`config.mk`:
```
export PLATFORM = sky130hd
export DESIGN_NAME = msl_runup_ctrl
export DESIGN_NICKNAME = d
export VERILOG_FILES = /design/src/rtl/msl_runup_pkg.sv /design/src/rtl/msl_cmp_sync.sv /design/src/rtl/msl_slot_timer.sv /design/src/rtl/msl_slot_tally.sv /design/src/rtl/msl_runup_ctrl.sv
export SDC_FILE = /design/constraint.sdc
export NUM_CORES = 1
export LEC_CHECK = 0
export ABC_CLOCK_PERIOD_IN_PS = 6130
export CELL_PAD_IN_SITES_DETAIL_PLACEMENT = 1
export CELL_PAD_IN_SITES_GLOBAL_PLACEMENT = 2
export CORE_MARGIN = 4
export CORE_UTILIZATION = 37
export DETAILED_ROUTE_END_ITERATION = 6
export PLACE_DENSITY = 0.8
export SETUP_SLACK_MARGIN = 0.3
export SYNTH_ARGS = -nofsm -noshare
export SYNTH_HDL_FRONTEND = slang
export SYNTH_HIERARCHICAL = 1
export SYNTH_SLANG_ARGS = --single-unit
```
`constraint.sdc`:
```
create_clock -name clk -period 6.13 [get_ports clk]
set_clock_uncertainty 0.15 [all_clocks]
set_input_delay 1.5325 -clock clk [delete_from_list [all_inputs] [get_ports clk]]
set_output_delay 1.5325 -clock clk [all_outputs]
set_load 0.01 [all_outputs]
```
`src/rtl/msl_runup_pkg.sv`:
```
`timescale 1ns/1ps
package msl_runup_pkg;
  typedef enum logic [1:0] {
    ST_IDLE = 2'd0,
    ST_RUN  = 2'd1,
    ST_HAND = 2'd2
  } runup_state_e;
endpackage

```
`src/rtl/msl_cmp_sync.sv`:
```
`timescale 1ns/1ps
module msl_cmp_sync #(
  parameter int STAGES = 2
) (
  input  logic clk,
  input  logic rst_n,
  input  logic d_i,
  output logic q_o
);
  logic [STAGES-1:0] sr;

  for (genvar i = 0; i < STAGES; i++) begin : g_stage
    if (i == 0) begin : g_first
      always_ff @(posedge clk) begin
        if (!rst_n) sr[i] <= 1'b0;
        else        sr[i] <= d_i;
      end
    end else begin : g_next
      always_ff @(posedge clk) begin
        if (!rst_n) sr[i] <= 1'b0;
        else        sr[i] <= sr[i-1];
      end
    end
  end

  assign q_o = sr[STAGES-1];
endmodule

```
`src/rtl/msl_slot_timer.sv`:
```
`timescale 1ns/1ps
module msl_slot_timer #(
  parameter int SLOT_CYCLES = 20,
  parameter int DEAD_CYCLES = 4,
  parameter int SLOTS       = 1000
) (
  input  logic clk,
  input  logic rst_n,
  input  logic launch_i,
  input  logic run_i,
  output logic slot_end_o,
  output logic frame_end_o,
  output logic drive_o
);
  localparam int CYC_W  = $clog2(SLOT_CYCLES);
  localparam int SLOT_W = $clog2(SLOTS);
  localparam logic [CYC_W-1:0]  CYC_LAST  = CYC_W'(SLOT_CYCLES - 1);
  localparam logic [CYC_W-1:0]  DRIVE_END = CYC_W'(SLOT_CYCLES - DEAD_CYCLES);
  localparam logic [SLOT_W-1:0] SLOT_LAST = SLOT_W'(SLOTS - 1);

  logic [CYC_W-1:0]  cyc_q;
  logic [SLOT_W-1:0] slot_q;

  always_ff @(posedge clk) begin
    if (!rst_n || launch_i) begin
      cyc_q  <= '0;
      slot_q <= '0;
    end else if (run_i) begin
      if (cyc_q == CYC_LAST) begin
        cyc_q  <= '0;
        slot_q <= (slot_q == SLOT_LAST) ? '0 : slot_q + 1'b1;
      end else begin
        cyc_q <= cyc_q + 1'b1;
      end
    end
  end

  assign slot_end_o  = run_i && (cyc_q == CYC_LAST);
  assign frame_end_o = slot_end_o && (slot_q == SLOT_LAST);
  assign drive_o     = run_i && (cyc_q < DRIVE_END);
endmodule

```
`src/rtl/msl_slot_tally.sv`:
```
`timescale 1ns/1ps
module msl_slot_tally #(
  parameter int SLOTS = 1000,
  localparam int COUNT_W = $clog2(SLOTS + 1)
) (
  input  logic               clk,
  input  logic               rst_n,
  input  logic               first_i,
  input  logic               next_i,
  input  logic               bit_i,
  input  logic               commit_i,
  output logic [COUNT_W-1:0] count_o
);
  logic [COUNT_W-1:0] tally_q;
  logic [COUNT_W-1:0] held_q;

  always_ff @(posedge clk) begin
    if (!rst_n)        tally_q <= '0;
    else if (first_i)  tally_q <= COUNT_W'(bit_i);
    else if (next_i)   tally_q <= tally_q + COUNT_W'(bit_i);
  end

  always_ff @(posedge clk) begin
    if (!rst_n)        held_q <= '0;
    else if (commit_i) held_q <= tally_q;
  end

  assign count_o = held_q;
endmodule

```
`src/rtl/msl_runup_ctrl.sv`:
```
`timescale 1ns/1ps
module msl_runup_ctrl #(
  parameter int SLOT_CYCLES = 20,
  parameter int DEAD_CYCLES = 4,
  parameter int SLOTS       = 1000,
  parameter int SYNC_STAGES = 2,
  localparam int COUNT_W    = $clog2(SLOTS + 1)
) (
  input  logic               clk,
  input  logic               rst_n,
  input  logic               start_i,
  input  logic               cmp_i,
  input  logic               rd_ready_i,
  output logic               ref_pos_o,
  output logic               ref_neg_o,
  output logic               busy_o,
  output logic               frame_done_o,
  output logic               rd_valid_o,
  output logic [COUNT_W-1:0] count_o
);
  import msl_runup_pkg::*;

  runup_state_e state_q;
  logic pol_q, done_q, cmp_s;
  logic launch, run, slot_end, frame_end, drive, next_dec;

  assign launch   = (state_q == ST_IDLE) && start_i;
  assign run      = (state_q == ST_RUN);
  assign next_dec = slot_end && !frame_end;

  msl_cmp_sync #(.STAGES(SYNC_STAGES)) u_sync (
    .clk(clk), .rst_n(rst_n), .d_i(cmp_i), .q_o(cmp_s)
  );

  msl_slot_timer #(
    .SLOT_CYCLES(SLOT_CYCLES), .DEAD_CYCLES(DEAD_CYCLES), .SLOTS(SLOTS)
  ) u_timer (
    .clk(clk), .rst_n(rst_n), .launch_i(launch), .run_i(run),
    .slot_end_o(slot_end), .frame_end_o(frame_end), .drive_o(drive)
  );

  msl_slot_tally #(.SLOTS(SLOTS)) u_tally (
    .clk(clk), .rst_n(rst_n), .first_i(launch), .next_i(next_dec),
    .bit_i(cmp_s), .commit_i(frame_end), .count_o(count_o)
  );

  always_ff @(posedge clk) begin
    if (!rst_n) begin
      state_q <= ST_IDLE;
      pol_q   <= 1'b0;
      done_q  <= 1'b0;
    end else begin
      done_q <= frame_end;
      unique case (state_q)
        ST_IDLE: if (start_i) begin
          state_q <= ST_RUN;
          pol_q   <= cmp_s;
        end
        ST_RUN: if (frame_end) begin
          state_q <= ST_HAND;
        end else if (slot_end) begin
          pol_q <= cmp_s;
        end
        ST_HAND: if (rd_ready_i) state_q <= ST_IDLE;
        default: state_q <= ST_IDLE;
      endcase
    end
  end

  assign ref_pos_o    = drive && pol_q;
  assign ref_neg_o    = drive && !pol_q;
  assign busy_o       = (state_q != ST_IDLE);
  assign rd_valid_o   = (state_q == ST_HAND);
  assign frame_done_o = done_q;
endmodule

```
# After elaboration in Yosys (flattened, before gate mapping)
# Cells that the tools add are included.
# Widths: inputs -> output; s select.
dict set report classes {
  order_cmp 1
  addsub 3
  mux 12
  n_eq_ne 9
  bitwise_logic 1
  reduce_logical 19
}
# operator n
set op_table {}
lappend op_table {{$add 10x1->10} 1}
lappend op_table {{$add 10x1->10 const B} 1}
lappend op_table {{$eq 10x10->1 const B} 1}
lappend op_table {{$mux 10} 1}
lappend op_table {{$ne 2x2->1 const B} 5}
lappend op_table {{$logic_and 1x1->1} 7}
lappend op_table {{$mux 2} 3}
lappend op_table {{$pmux 2 s3} 1}
lappend op_table {{$reduce_bool 2->1} 3}
lappend op_table {{$add 5x1->5 const B} 1}
lappend op_table {{$eq 5x5->1 const B} 1}
lappend op_table {{$lt 5x5->1 const B} 1}
lappend op_table {{$mux 1} 5}
lappend op_table {{$mux 5} 1}
lappend op_table {{$reduce_and 4->1} 1}
lappend op_table {{$logic_not 1->1} 3}
lappend op_table {{$reduce_and 3->1} 1}
lappend op_table {{$eq 2x1->1 const B} 1}
lappend op_table {{$eq 2x2->1 const B} 1}
lappend op_table {{$logic_not 2->1} 1}
lappend op_table {{$pmux 1 s2} 1}
lappend op_table {{$reduce_and 2->1} 1}
lappend op_table {{$reduce_or 2->1} 1}
lappend op_table {{$logic_or 1x1->1} 1}
lappend op_table {{$not 1->1} 1}
dict set report word_totals {
  in_bits 5
  elab_cells 55
  output_inout_bits 15
  ff_bits 41
}

# Depth between registers and ports, before layout
dict set report logic_depth {
  depth_word 7
  depth_mapped 11
  ltp_nobuf 8
}

# Cells and area by module
# Netlist, hierarchy kept.
# module seq_area_each_um2 cells_per_inst n_inst area_each_um2
set by_module_without_submodules {}
lappend by_module_without_submodules {msl_slot_tally 400.4 84 1 843.3}
lappend by_module_without_submodules {msl_slot_timer 300.3 87 1 773.2}
lappend by_module_without_submodules {msl_runup_ctrl 80.1 23 1 206.4}
lappend by_module_without_submodules {msl_cmp_sync 40.0 4 1 52.6}

# Worst setup path before layout
# Ideal clock, no wire load.
dict set report synth_timing {
  path_kind {reg2out}
  start {register state_q[0]}
  end {output ref_neg_o}
  path_buffers 1
  path_slack_ps 3459
  stages_incl_launch_ff 5
  t_required_ps 4447
  arrival_time_ps 989
  path_cell_list {dfxtp_1 -> nor2b_4 -> buf_6 -> nor2b_1 -> nor2b_1}
}
dict set report synth_via {
  elab_chain_cells 3
}
# element line_no
set synth_lines {}
lappend synth_lines {{start, declared} msl_runup_ctrl.sv:23} ;# runup_state_e state_q;
lappend synth_lines {{start signal, assigned} msl_runup_ctrl.sv:49} ;# state_q <= ST_IDLE;
lappend synth_lines {{start signal, assigned} msl_runup_ctrl.sv:56} ;# state_q <= ST_RUN;
lappend synth_lines {{start signal, assigned} msl_runup_ctrl.sv:60} ;# state_q <= ST_HAND;
lappend synth_lines {{$eq 2x1->1} msl_runup_ctrl.sv:28} ;# assign run = (state_q == ST_RUN);
lappend synth_lines {{via run} msl_runup_ctrl.sv:25} ;# logic launch, run, slot_end, frame_end, drive, next_dec;
lappend synth_lines {{$logic_and 1x1->1} msl_slot_timer.sv:40} ;# assign drive_o = run_i && (cyc_q < DRIVE_END);
lappend synth_lines {{via drive} msl_runup_ctrl.sv:25}
lappend synth_lines {{$logic_and 1x1->1} msl_runup_ctrl.sv:71} ;# assign ref_neg_o = drive && !pol_q;
lappend synth_lines {{end, declared} msl_runup_ctrl.sv:15} ;# output logic ref_neg_o,
# The timed path passes the listed nets, and every way through them passes these cells.

# Worst setup path after layout
# Same ends and word-level chain as after synthesis.

==> flow_summary.json <==
{
  "hold_buffers": 0,
  "nNetsFinal": 229,
  "crit_chain": "nor2b_4, nor2b_1, nor2b_1, clkdlybuf4s50_1",
  "antenna_found_initial": 0,
  "dieHeight_um": 79.20,
  "gr-total-overflow": 0,
  "fin_crit_ps": 3567,
  "cts_tree": "built",
  "tightest_slew_ps": 644.2,
  "first_global_vias": 1486,
  "outcome": "completed",
  "synth-seq-cells": 41,
  "gp_congestion": 0.7577,
  "cts_buffers": 5,
  "crit_path_max_incr_delay_ps": 550,
  "share_comb_of_total_power_pct": 4.8,
  "end_kind": "output port",
  "synth_edf_count": 0,
  "clk-insertion-delay-late_ps": 290,
  "area_growth_pct": 19.28,
  "core_area_um2": 4817,
  "cap_violations": 0,
  "antenna_cells": 0,
  "grt_pass1_wl_mm": 6.941,
  "h-tree-depth": 2,
  "finalInstanceArea_um2": 2237,
  "drv_slew": 0,
  "synth.distinct_cells": 38,
  "grt_max_degree": 23,
  "powerDensity_nw_per_um2": 232.1,
  "report.final.hold_viol_count": 0,
  "clockPowerShare_pct": 43.2,
  "relSlewSlack_pct": 56.92,
  "rsz0062_at_grt": "no",
  "drc": 0,
  "hpwlAfterDp_mm": 2.855,
  "synth_mux_area_share_pct": 8.005,
  "drive_above_1_share_pct": 8.597,
  "path_max_fanout": 10,
  "yosys.area_share.simple_pct": 29.02,
  "synth_area_um2": 1876,
  "fin_crit_sh_pct": 58.18,
  "async_reset_ff_share_pct": 0,
  "vias": 1439,
  "routed_wirelength_mm": 3.928,
  "synth_fp_nets": 207,
  "cts_setup_buffers": 0,
  "pin_count": 20,
  "p_leak_nw": 0.7405,
  "hold_class": "reg -> reg",
  "finalSetupViolations": 0,
  "swShare_pct": 20.50,
  "arrival_ps": 1880,
  "first_pass_iters": 4,
  "crit_slowest_cell": "clkdlybuf4s50_1",
  "ctsResizeCount": 0,
  "pwr-share-seq_pct": 52.0,
  "ctsLongestPathBuffers": 2,
  "syn_area_per_cell_um2": 9.472,
  "peakVddDrop_mv": 0.1441,
  "rows": 25,
  "netSwitchingPower_mw": 0.1065,
  "die_x_um": 79.20,
  "drtIter0Drc": 97,
  "worst_path_most_repeated_cell": "nor2b_1",
  "internal_power_mw": 0.4128,
  "required_ps": 4450,
  "max_freq_ghz": 0.2804,
  "initial_core_util_pct": 38.94,
  "port_buffers": 19,
  "synth_fa_ha_area_share_pct": 2.668,
  "synth_top_family_by_area": "simple AND/OR/NAND/NOR gates",
  "setup_tns_ps": 0,
  "cts.sinks": 41,
  "criticalPathCategory": "reg -> out",
  "postRouteAntennaNets": 0,
  "via_per_inst": 4.997,
  "cts_root_buf": "clkbuf_8",
  "yosysSeqAreaShare_pct": 43.76,
  "startpoint_type": "flip-flop",
  "placed_area_um2": 2121,
  "synth-main-ff-cell": "dfxtp_1",
  "netlist_instances": 198,
  "dieArea_um2": 6272,
  "clk_pin_slew_ps": 80,
  "grt_use_total_pct": 13.93,
  "wl_per_cell_um": 13.64,
  "synth-compound-area-share_pct": 6.671,
  "synthXorXnorAreaFrac_pct": 6.071,
  "ys_warn_count": 6
}
-- per-stage QoR --
| step | std cells | worst slack, ps | hold WS [ps] | utilization (%) | total power, mW |
|---|---|---|---|---|---|
| after floorplan | 198 | 3459 | 261.8 | - | 0.2926 |
| after global placement | 280 | 2872 | 283.0 | 44.03 | 0.3005 |
| after detailed placement | 280 | 2811 | 272.4 | 44.03 | 0.3014 |
| after CTS | 288 | 2517 | 309.6 | 46.44 | 0.5291 |
| after global routing | 288 | 2371 | 346.5 | 46.44 | 0.5420 |
| final | 288 | 2563 | 305.6 | 46.44 | 0.5193 |
-- metal layers --
metal | share of wire, % | wire, um | vias to the layer above | GRT usage (%)
met5 | 0 | 0 | - | 0
met4 | 1.3 | 52 | 0 | 5.155
met3 | 2.6 | 104 | 7 | 3.061
met2 | 54 | 2105 | 16 | 25.76
met1 | 42 | 1666 | 697 | 15.45
li1 | - | - | 719 | -
-- flip-flops by register name (all words and copies together), names as in the netlist --
| signal | cells |
|---|---|
| u_sync/q_o | 1 |
| u_tally/count_o | 10 |
| u_tally/tally_q | 10 |
| u_timer/slot_q | 10 |
| u_timer/cyc_q | 5 |
| pol_q | 1 |
| u_sync/sr | 1 |
| state_q | 2 |
| frame_done_o | 1 |
-- cell type report --
| type | instances | area, um2 |
|---|---|---|
| clock buffer | 7 | 86.33 |
| clock inverter | 1 | 30.03 |
| fill | 574 | 2580 |
| inverter | 8 | 35.03 |
| multi-input combinational | 144 | 983.4 |
| sequential | 41 | 820.8 |
| tap | 67 | 83.83 |
| timing repair buffer | 20 | 197.7 |
-- final timing paths --
kind	slack, ps	from	endpoint	cells after the start
hold / removal	310	u_sync/sr[0]	u_sync/q_o	1
setup reg to reg	3130	state_q[0]	u_tally/tally_q[8]	8
hold reg to reg	310	u_sync/sr[0]	u_sync/q_o	1
setup / recovery	2560	state_q[0]	ref_neg_o	4
-- worst max-delay path, delay by kind of cell (launching register included) --
family	cells	cell delay, ps
AND/OR/NAND/NOR	3	670
buffers and inverters	1	550
flip-flops	1	380
-- synthesized netlist by cell type (2+ instances only) --
master    number  share of area (%)
a21oi_1        7                1.9
and2_1         5                1.7
buf_2          2               0.53
buf_6          2                1.2
dfxtp_1       41                 44
ha_1           4                2.7
inv_1          7                1.4
mux2i_1       15                8.0
nand2_1       13                2.6
nand2b_1       4                1.3
nand3_1        6                1.6
nand3b_1       2               0.80
nand4_1        3                1.0
nand4_2        2                1.3
nand4b_1       2               0.93
nor2_1        17                3.4
nor2b_1       17                5.7
nor3_1         3               0.80
nor4_1         5                1.7
o21ai_0        8                2.1
or3_1          5                1.7
xnor2_1        8                3.7
xor2_1         5                2.3
-- kinds of logic after synthesis --
kind of cell	count (synthesis)
compound gates	20
xor+xnor	13
fa+ha+maj	4
buf+inv	13
flops	41
mux	15
simple gates	92
-- cells in the final DEF (no fill, tap or decap), types with 3 or more instances in the layout --
cell type        synthesis  routed
nand2b_1                 4       4
nand3_1                  6       6
nand4_1                  3       3
clkdlybuf4s50_1          0      19
nor2_1                  17      17
xor2_1                   5       5
nand2_1                 13      13
nor3_1                   3       3
and2_1                   5       5
mux2i_1                 15      15
inv_1                    7       7
ha_1                     4       4
dfxtp_1                 41      41
nor2b_1                 17      17
nor4_1                   5       5
a21oi_1                  7       7
xnor2_1                  8       8
o21ai_0                  8       8
or3_1                    5       5
clkbuf_8                 0       6
-- power groups by stage --
| stage | Clock (mW) | Combinational, mW | Sequential (mW) |
|---|---|---|---|
| 3_3_place_gp | 0 | 0.0245 | 0.276 |
| 5_1_grt | 0.244 | 0.0279 | 0.270 |
| 6_report | 0.224 | 0.0250 | 0.270 |
| 4_1_cts | 0.234 | 0.0254 | 0.270 |
| 2_1_floorplan | 0 | 0.0169 | 0.276 |
| 3_5_place_dp | 0 | 0.0252 | 0.276 |
(Power assumes the default switching activity.)
